## config.mk

```make
export PLATFORM = sky130hd
export DESIGN_NAME = rob_operand_lookup
export DESIGN_NICKNAME = d
export VERILOG_FILES = /design/src/rtl/rob_lookup_pkg.sv /design/src/rtl/rob_age_window.sv /design/src/rtl/rob_dest_match.sv /design/src/rtl/rob_youngest_pick.sv /design/src/rtl/rob_operand_lookup.sv
export SDC_FILE = /design/constraint.sdc
export NUM_CORES = 1
export LEC_CHECK = 0
export BUFFER_PORTS_ARGS = -buffer_cell sky130_fd_sc_hd__buf_2
export CORE_AREA = 2 2 179 181
export DETAILED_ROUTE_END_ITERATION = 10
export DIE_AREA = 0 0 181 183
export PLACE_DENSITY_LB_ADDON = 0.25
export SETUP_SLACK_MARGIN = 0.05
export SLEW_MARGIN = 25
export SYNTH_ARGS = -nofsm -noshare
export SYNTH_HDL_FRONTEND = slang
export SYNTH_HIERARCHICAL = 1
export SYNTH_SLANG_ARGS = --single-unit
```

## constraint.sdc

```tcl
create_clock -name vclk -period 30.5
set_clock_uncertainty 0.1 [all_clocks]
set_input_delay 1.525 -clock vclk [all_inputs]
set_output_delay 1.525 -clock vclk [all_outputs]
set_load 0.005 [all_outputs]
```

## src/rtl/rob_lookup_pkg.sv

```systemverilog
package rob_lookup_pkg;
  localparam int unsigned DEF_N_ENTRIES = 8;
  localparam int unsigned DEF_REG_W     = 5;
  localparam int unsigned DEF_DATA_W    = 32;
  localparam int unsigned DEF_NUM_SRC   = 2;

  // forward distance on a ring of n slots
  function automatic int unsigned ring_dist(int unsigned from_idx,
                                            int unsigned to_idx,
                                            int unsigned n);
    return (to_idx + n - from_idx) % n;
  endfunction
endpackage

```

## src/rtl/rob_age_window.sv

```systemverilog
module rob_age_window
  import rob_lookup_pkg::*;
#(
  parameter int unsigned N_ENTRIES = DEF_N_ENTRIES,
  localparam int unsigned IDX_W = $clog2(N_ENTRIES)
) (
  input  logic [IDX_W-1:0]                 head_i,
  input  logic [IDX_W-1:0]                 tail_i,
  input  logic [N_ENTRIES-1:0]             valid_i,
  output logic [N_ENTRIES-1:0]             live_o,
  output logic [N_ENTRIES-1:0][IDX_W-1:0]  age_o
);
  logic [IDX_W-1:0] occ;

  assign occ = IDX_W'(ring_dist(int'(head_i), int'(tail_i), N_ENTRIES));

  for (genvar e = 0; e < N_ENTRIES; e++) begin : g_ent
    assign age_o[e]  = IDX_W'(ring_dist(int'(head_i), e, N_ENTRIES));
    assign live_o[e] = valid_i[e] && (age_o[e] < occ);
  end

  // empty ring exposes no live entry
  always_comb begin
    if (head_i == tail_i)
      a_r6_empty_no_live: assert (live_o == '0) else $error("live entry in empty ring");
  end
endmodule

```

## src/rtl/rob_dest_match.sv

```systemverilog
module rob_dest_match
  import rob_lookup_pkg::*;
#(
  parameter int unsigned N_ENTRIES = DEF_N_ENTRIES,
  parameter int unsigned REG_W     = DEF_REG_W
) (
  input  logic [REG_W-1:0]                 src_i,
  input  logic [N_ENTRIES-1:0]             live_i,
  input  logic [N_ENTRIES-1:0][REG_W-1:0]  dest_i,
  output logic [N_ENTRIES-1:0]             hit_o
);
  logic src_nz;
  assign src_nz = (src_i != '0);

  for (genvar e = 0; e < N_ENTRIES; e++) begin : g_cmp
    assign hit_o[e] = src_nz && live_i[e] && (dest_i[e] == src_i);
  end
endmodule

```

## src/rtl/rob_youngest_pick.sv

```systemverilog
module rob_youngest_pick
  import rob_lookup_pkg::*;
#(
  parameter int unsigned N_ENTRIES = DEF_N_ENTRIES,
  localparam int unsigned IDX_W = $clog2(N_ENTRIES)
) (
  input  logic [N_ENTRIES-1:0]             hit_i,
  input  logic [N_ENTRIES-1:0][IDX_W-1:0]  age_i,
  output logic                             found_o,
  output logic [IDX_W-1:0]                 pick_o
);
  logic [IDX_W-1:0] best_age;

  always_comb begin
    found_o  = 1'b0;
    pick_o   = '0;
    best_age = '0;
    for (int e = 0; e < N_ENTRIES; e++) begin
      if (hit_i[e] && (!found_o || age_i[e] > best_age)) begin
        found_o  = 1'b1;
        pick_o   = IDX_W'(e);
        best_age = age_i[e];
      end
    end
  end

  always_comb begin
    a_r1_found_iff_hit: assert (found_o == (hit_i != '0)) else $error("found flag mismatch");
    if (found_o) begin
      a_r1_pick_is_hit: assert (hit_i[pick_o]) else $error("picked entry not a hit");
      for (int e = 0; e < N_ENTRIES; e++)
        if (hit_i[e])
          a_r2_youngest: assert (age_i[e] <= age_i[pick_o]) else $error("older entry picked");
    end
  end
endmodule

```

## src/rtl/rob_operand_lookup.sv

```systemverilog
module rob_operand_lookup
  import rob_lookup_pkg::*;
#(
  parameter int unsigned N_ENTRIES = DEF_N_ENTRIES,
  parameter int unsigned REG_W     = DEF_REG_W,
  parameter int unsigned DATA_W    = DEF_DATA_W,
  parameter int unsigned NUM_SRC   = DEF_NUM_SRC,
  localparam int unsigned IDX_W = $clog2(N_ENTRIES)
) (
  input  logic [NUM_SRC-1:0][REG_W-1:0]    src_reg_i,
  input  logic [NUM_SRC-1:0][DATA_W-1:0]   rf_data_i,
  input  logic [IDX_W-1:0]                 head_i,
  input  logic [IDX_W-1:0]                 tail_i,
  input  logic [N_ENTRIES-1:0]             ent_valid_i,
  input  logic [N_ENTRIES-1:0][REG_W-1:0]  ent_dest_i,
  input  logic [N_ENTRIES-1:0]             ent_done_i,
  input  logic [N_ENTRIES-1:0][DATA_W-1:0] ent_value_i,
  output logic [NUM_SRC-1:0]               ready_o,
  output logic [NUM_SRC-1:0][DATA_W-1:0]   value_o,
  output logic [NUM_SRC-1:0][IDX_W-1:0]    wait_tag_o
);
  logic [N_ENTRIES-1:0]            live;
  logic [N_ENTRIES-1:0][IDX_W-1:0] age;

  rob_age_window #(.N_ENTRIES(N_ENTRIES)) i_window (
    .head_i (head_i),
    .tail_i (tail_i),
    .valid_i(ent_valid_i),
    .live_o (live),
    .age_o  (age)
  );

  for (genvar p = 0; p < NUM_SRC; p++) begin : g_port
    logic [N_ENTRIES-1:0] hit;
    logic                 found;
    logic [IDX_W-1:0]     pick;
    logic                 src_zero;

    assign src_zero = (src_reg_i[p] == '0);

    rob_dest_match #(.N_ENTRIES(N_ENTRIES), .REG_W(REG_W)) i_match (
      .src_i (src_reg_i[p]),
      .live_i(live),
      .dest_i(ent_dest_i),
      .hit_o (hit)
    );

    rob_youngest_pick #(.N_ENTRIES(N_ENTRIES)) i_pick (
      .hit_i  (hit),
      .age_i  (age),
      .found_o(found),
      .pick_o (pick)
    );

    always_comb begin
      ready_o[p]    = 1'b1;
      value_o[p]    = '0;
      wait_tag_o[p] = '0;
      if (src_zero) begin
        value_o[p] = '0;
      end else if (!found) begin
        value_o[p] = rf_data_i[p];
      end else if (ent_done_i[pick]) begin
        value_o[p] = ent_value_i[pick];
      end else begin
        ready_o[p]    = 1'b0;
        wait_tag_o[p] = pick;
      end
    end

    always_comb begin
      if (src_zero)
        a_r7_zero_no_hit: assert (!found) else $error("register 0 matched");
      if (head_i == tail_i)
        a_r6_empty_no_hit: assert (!found) else $error("hit in empty ring");
      if (found)
        a_r1_pick_live: assert (live[pick]) else $error("picked entry outside window");
    end
  end
endmodule

```

After elaboration in Yosys (flattened, before gate mapping)
Index checks and enable logic that the tools add are counted.
- logic and storage cells: 206
- register bits after elaboration: 0
- output and inout port bits: 72
- input port bits: 392
- multiplexer cells: 70
- $lt $le $gt $ge: 24
- add/sub/neg operators: 10
- reduce and logical (&&, ||, !) cells: 86
- equal/unequal tests: 16
- operators by type and width (kind ; number):
    32-bit 2-to-1 mux ; 8
    32-bit binary-select mux with 3-bit select ; 2
    3-bit 2-to-1 mux ; 28
    5-bit == test ; 16
    1-bit logical AND ; 54
    3-bit > comparator ; 14
    1-bit 2-to-1 mux ; 26
    3-bit less-than comparator ; 8
    1-bit zero test ; 14
    1-bit logical OR ; 14
    3-bit subtractor, first input constant ; 4
    5-bit zero test ; 2
    5-bit nonzero test ; 2
    3-bit by 4-bit less-than comparator with 1-bit output, second input constant ; 2
    2-bit 2-to-1 mux ; 4
    1-bit binary-select mux with 3-bit select ; 2
    1-bit by 3-bit subtractor with 3-bit output, first input constant ; 2
    2-bit by 3-bit subtractor with 3-bit output, first input constant ; 2
    3-bit by 1-bit adder with 3-bit output, second input constant ; 1
    3-bit subtractor ; 1

Depth between registers and ports, before layout
- word-level depth: 40
- mapped depth: 63
- depth with buffers taken out: 57

By module
Netlist, hierarchy kept.
- modules (own cells, without submodules) (module ; times used ; cells an instance ; area each (sq um) ; seq. area each (sq um)):
    rob_operand_lookup ; 1 ; 409 ; 4924.7 ; 0.0
    rob_youngest_pick ; 2 ; 138 ; 997.2 ; 0.0
    rob_dest_match ; 2 ; 63 ; 513.0 ; 0.0
    rob_age_window ; 1 ; 69 ; 531.8 ; 0.0

Worst setup path before layout
OpenSTA, ideal clock, no wires.
- path kind: input -> output
- from: in tail_i[0]
- to: out value_o[35] (netlist bit)
- buffers on the path: 6
- data arrival time: 12888 ps
- required time: 28875 ps
- path slack: 15987 ps
- stages: 61
- cells stage by stage: nand2b_1 fa_1 xnor2_1 nor2_1 nor2_1 ha_1 a21oi_1 nand4_1 nor4_1 buf_6 nand2_1 ha_1 and3_1 a21o_1 a211oi_1 or2_2 ha_1 and3_1 (+25 left out) o21ai_0 a32oi_1 o21ai_1 buf_2 nor3b_1 a211o_1 ha_1 a21o_1 a21oi_1 a31oi_1 o21ai_0 a21bo_2 buf_4 mux2i_1 mux4_2 buf_6 buf_6 o32ai_1
- RTL lines (what ; RTL line ; RTL):
    start, declared ; rob_operand_lookup.sv:13 ; input logic [IDX_W-1:0] tail_i,
    end, declared ; rob_operand_lookup.sv:19 ; output logic [NUM_SRC-1:0][DATA_W-1:0] value_o,

==> flow_summary.html <==
<table>
<tr><th>Metric</th><th>Value</th></tr>
<tr><th colspan="2">Finish</th></tr>
<tr><td>End-of-flow core utilization</td><td>0.3505</td></tr>
<tr><td>Fill count</td><td>approximately 3300</td></tr>
<tr><td>Synthesis-to-finish area growth</td><td>29.12%</td></tr>
<tr><td>Net count of the finished layout</td><td>between 1500 and 2000</td></tr>
<tr><td>Number of cells in the finished layout apart from fillers</td><td>1679</td></tr>
<tr><td>Storage cell area</td><td>0 um^2</td></tr>
<tr><td>Final instance area</td><td>roughly 11000 um^2</td></tr>
<tr><td>Number of sequential cells</td><td>0</td></tr>
<tr><td>Share of layout cells above drive strength 1</td><td>0.5102</td></tr>
<tr><td>Clk_buf instances</td><td>0</td></tr>
<tr><th colspan="2">Synthesis</th></tr>
<tr><td>Main area contributors after synthesis</td><td>mux4_2 (35%), mux2i_1 (9.0%), ha_1 (7.7%)</td></tr>
<tr><td>Mapped Avg Cell Area</td><td>9.633 um^2</td></tr>
<tr><td>Library cell occupying the most area in the post-synthesis netlist</td><td>mux4_2</td></tr>
<tr><td>Post-synthesis cell count</td><td>880</td></tr>
<tr><td>Proportion of synthesized chip area in sequential cells</td><td>0</td></tr>
<tr><td>Total of warnings raised by yosys</td><td>6</td></tr>
<tr><td>Dominant cell by count in the synthesized netlist</td><td>mux4_2</td></tr>
<tr><td>Yosys cell types</td><td>59</td></tr>
<tr><td>Share of Yosys cell area claimed by the top area cell type</td><td>0.3454</td></tr>
<tr><td>Total nets after synthesis</td><td>1325</td></tr>
<tr><td>Combined area of all synthesized cells</td><td>8477 um^2</td></tr>
<tr><td>Post-synth top cells</td><td>mux4_2 (130), inv_1 (102), mux2i_1 (76), o32ai_1 (64), ha_1 (52)</td></tr>
<tr><th colspan="2">Die</th></tr>
<tr><td>Initial core utilization</td><td>0.2714</td></tr>
<tr><td>Standard-cell row count</td><td>65</td></tr>
<tr><td>Die area</td><td>33120 um^2</td></tr>
<tr><td>Standard cell core area</td><td>31230 um^2</td></tr>
<tr><td>Die outline width</td><td>181 um</td></tr>
<tr><td>Number of ports placed on the die boundary</td><td>464</td></tr>
<tr><td>Die height</td><td>183 um</td></tr>
<tr><th colspan="2">CTS</th></tr>
<tr><td>Hold buffer count at cts</td><td>0</td></tr>
<tr><td>Count of cells resized by post-cts repair</td><td>0</td></tr>
<tr><td>Post-CTS setup-driven buffer insertion count</td><td>0</td></tr>
<tr><th colspan="2">Place</th></tr>
<tr><td>Placed cell areas</td><td>10930 um^2</td></tr>
<tr><td>Post-DP HPWL</td><td>36590 um</td></tr>
<tr><td>Pre-CTS WS</td><td>11530 ps</td></tr>
<tr><td>Placed Instances</td><td>1674</td></tr>
<tr><td>Final weighted congestion in routability-driven placement</td><td>0.9240</td></tr>
<tr><td>Count of buffers inserted at the top-level ports</td><td>about 460</td></tr>
<tr><th colspan="2">Pwr</th></tr>
<tr><td>Power Total</td><td>0.1767 mW</td></tr>
<tr><td>VDD IR-drop max</td><td>0.008089 mV</td></tr>
<tr><td>Standby leakage power</td><td>4.817 nW</td></tr>
<tr><td>Power per Cell Area</td><td>16.14 nW/um^2</td></tr>
<tr><th colspan="2">Detailed routing</th></tr>
<tr><td>Routed via count divided by cell count</td><td>5.731</td></tr>
<tr><td>DR DRC count</td><td>0</td></tr>
<tr><td>Routed via count</td><td>9622</td></tr>
<tr><td>Antenna violation net count after detailed routing</td><td>0</td></tr>
<tr><td>Total wirelength of the detailed-routed design</td><td>43690 um</td></tr>
<tr><td>Detailed-routing iteration count for the pre-antenna-repair pass</td><td>6</td></tr>
<tr><td>Routed len/inst</td><td>26.02 um</td></tr>
<tr><td>Iteration-0 DRC Markers</td><td>622</td></tr>
<tr><th colspan="2">Setup path</th></tr>
<tr><td>Data arrival time of the critical path</td><td>17390 ps</td></tr>
<tr><td>Largest fanout on the critical path</td><td>42</td></tr>
<tr><td>Worst Setup End Kind</td><td>output pin</td></tr>
<tr><td>Cell at the slowest stage of the critical path</td><td>mux4_2</td></tr>
<tr><td>Kind of start point of the critical path</td><td>primary input</td></tr>
<tr><td>Crit-path max cell delay</td><td>890 ps</td></tr>
<tr><td>CP Data Required Time</td><td>around 29000 ps</td></tr>
<tr><td>Category of the most critical setup path</td><td>in2out</td></tr>
<tr><td>Cell occurring most often along the worst timing path</td><td>ha_1</td></tr>
<tr><th colspan="2">GRT</th></tr>
<tr><td>Pin count of the biggest net entering global routing</td><td>67</td></tr>
<tr><td>Wire length of the first global-routing pass</td><td>62040 um</td></tr>
<tr><td>Number of global-route vias before repair</td><td>approximately 9600</td></tr>
<tr><td>Remaining global-route overflow</td><td>0</td></tr>
<tr><td>Total GRT Usage</td><td>0.2499</td></tr>
<tr><td>Number of antenna violations at the first check in global routing</td><td>13</td></tr>
<tr><th colspan="2">Timing</th></tr>
<tr><td>Least-Margin Pin Slew</td><td>1038 ps</td></tr>
<tr><td>Total of endpoints with negative setup slack in the final report</td><td>0</td></tr>
<tr><td>Hold_ws</td><td>approximately 3300 ps</td></tr>
<tr><td>Slew HR</td><td>0.3060</td></tr>
<tr><td>Final critical-path share of the clock period</td><td>0.6235</td></tr>
<tr><td>Min Tclk post-route</td><td>19020 ps</td></tr>
<tr><td>RSZ-0062 raised after global routing</td><td>false</td></tr>
<tr><td>Achievable frequency</td><td>approximately 53 MHz</td></tr>
<tr><td>Worst Setup Slack, final</td><td>11480 ps</td></tr>
<tr><td>TNS Setup</td><td>0 ps</td></tr>
<tr><td>Number of pins with negative max-slew slack in the final report</td><td>0</td></tr>
<tr><td>Number of endpoints with negative hold slack in the final report</td><td>0</td></tr>
<tr><th colspan="2">Run</th></tr>
<tr><td>Max-cap violations</td><td>0</td></tr>
<tr><th colspan="2">Run status</th></tr>
<tr><td>Result of the run</td><td>completed</td></tr>
<tr><th colspan="2">Worst hold path</th></tr>
<tr><td>Worst hold-check path type</td><td>in2out</td></tr>
</table>
==> cells by family after synthesis <==
logic type / count (synthesis) / synth area share
AND/OR/NAND/NOR: 147 / 0.1008
buffers and inverters: 196 / 0.1148
AO/OA/AOI/OAI: 191 / 0.1779
multiplexers: 208 / 0.4387
adder cells (fa/ha/maj): 53 / 0.07911
XOR/XNOR: 85 / 0.08871
==> worst max-delay path: cells and delay by family <==
kind                     cells  cell delay [ps]
AO/OA/AOI/OAI               27             7100
adder cells (fa/ha/maj)      9             2890
buffers and inverters        6             1970
AND/OR/NAND/NOR             13             1920
multiplexers                 3             1390
XOR/XNOR                     1              430
==> layer usage <==
layer / GRT usage / vias up / wire length, um
li1: - / 4290 / -
met1: 0.3279 / 4694 / 17740
met2: 0.3977 / 559 / 19610
met3: 0.09929 / 65 / 5436
met4: 0.03415 / 14 / 810
met5: 0 / - / 94
==> report_power, final <==
group	internal (mW)	switching [mW]	total (mW)	leakage, nW
registers	0	0	0	0
logic	0.0805	0.0962	0.177	4.82
clock network	0.0000000219	0	0.0000000220	0.0000317
==> worst paths after layout <==
path              slack [ps]          start           to  cells after the start
hold / removal          3270  rf_data_i[33]  value_o[33]                      4
setup / recovery       11480      head_i[1]  value_o[24]                     59
==> cells in the final DEF (no fill, tap or decap), types with 5 or more instances in the layout <==
master and instances:
nor2_1 29, buf_2 464, nand2b_1 12, nor3b_1 8, o21ai_0 12, inv_2 7, o211ai_1 8, nand3_1 6
nor4_1 14, nand4_1 18, nor3_1 8, ha_1 52, nand2_1 18, mux4_2 130, a21oi_1 24, buf_4 14
o21a_1 14, inv_1 102, mux2i_1 76, xnor2_1 49, nor2b_1 8, diode_2 5, a32oi_1 6, nand3b_1 6
o32ai_1 64, xor2_1 35, a21o_1 7
==> area by class of cell <==
type / count / area, um^2 / share of cell area
Multi-Input combinational cell: 684 / 7566 / 0.6912
Antenna cell: 5 / 12.51 / 0.001143
Inverter: 109 / 409.1 / 0.03738
Timing Repair Buffer: 479 / 2455 / 0.2243
Tap cell: 402 / 503.0 / 0.04595
Note: power is estimated with default switching activity, not from simulation.
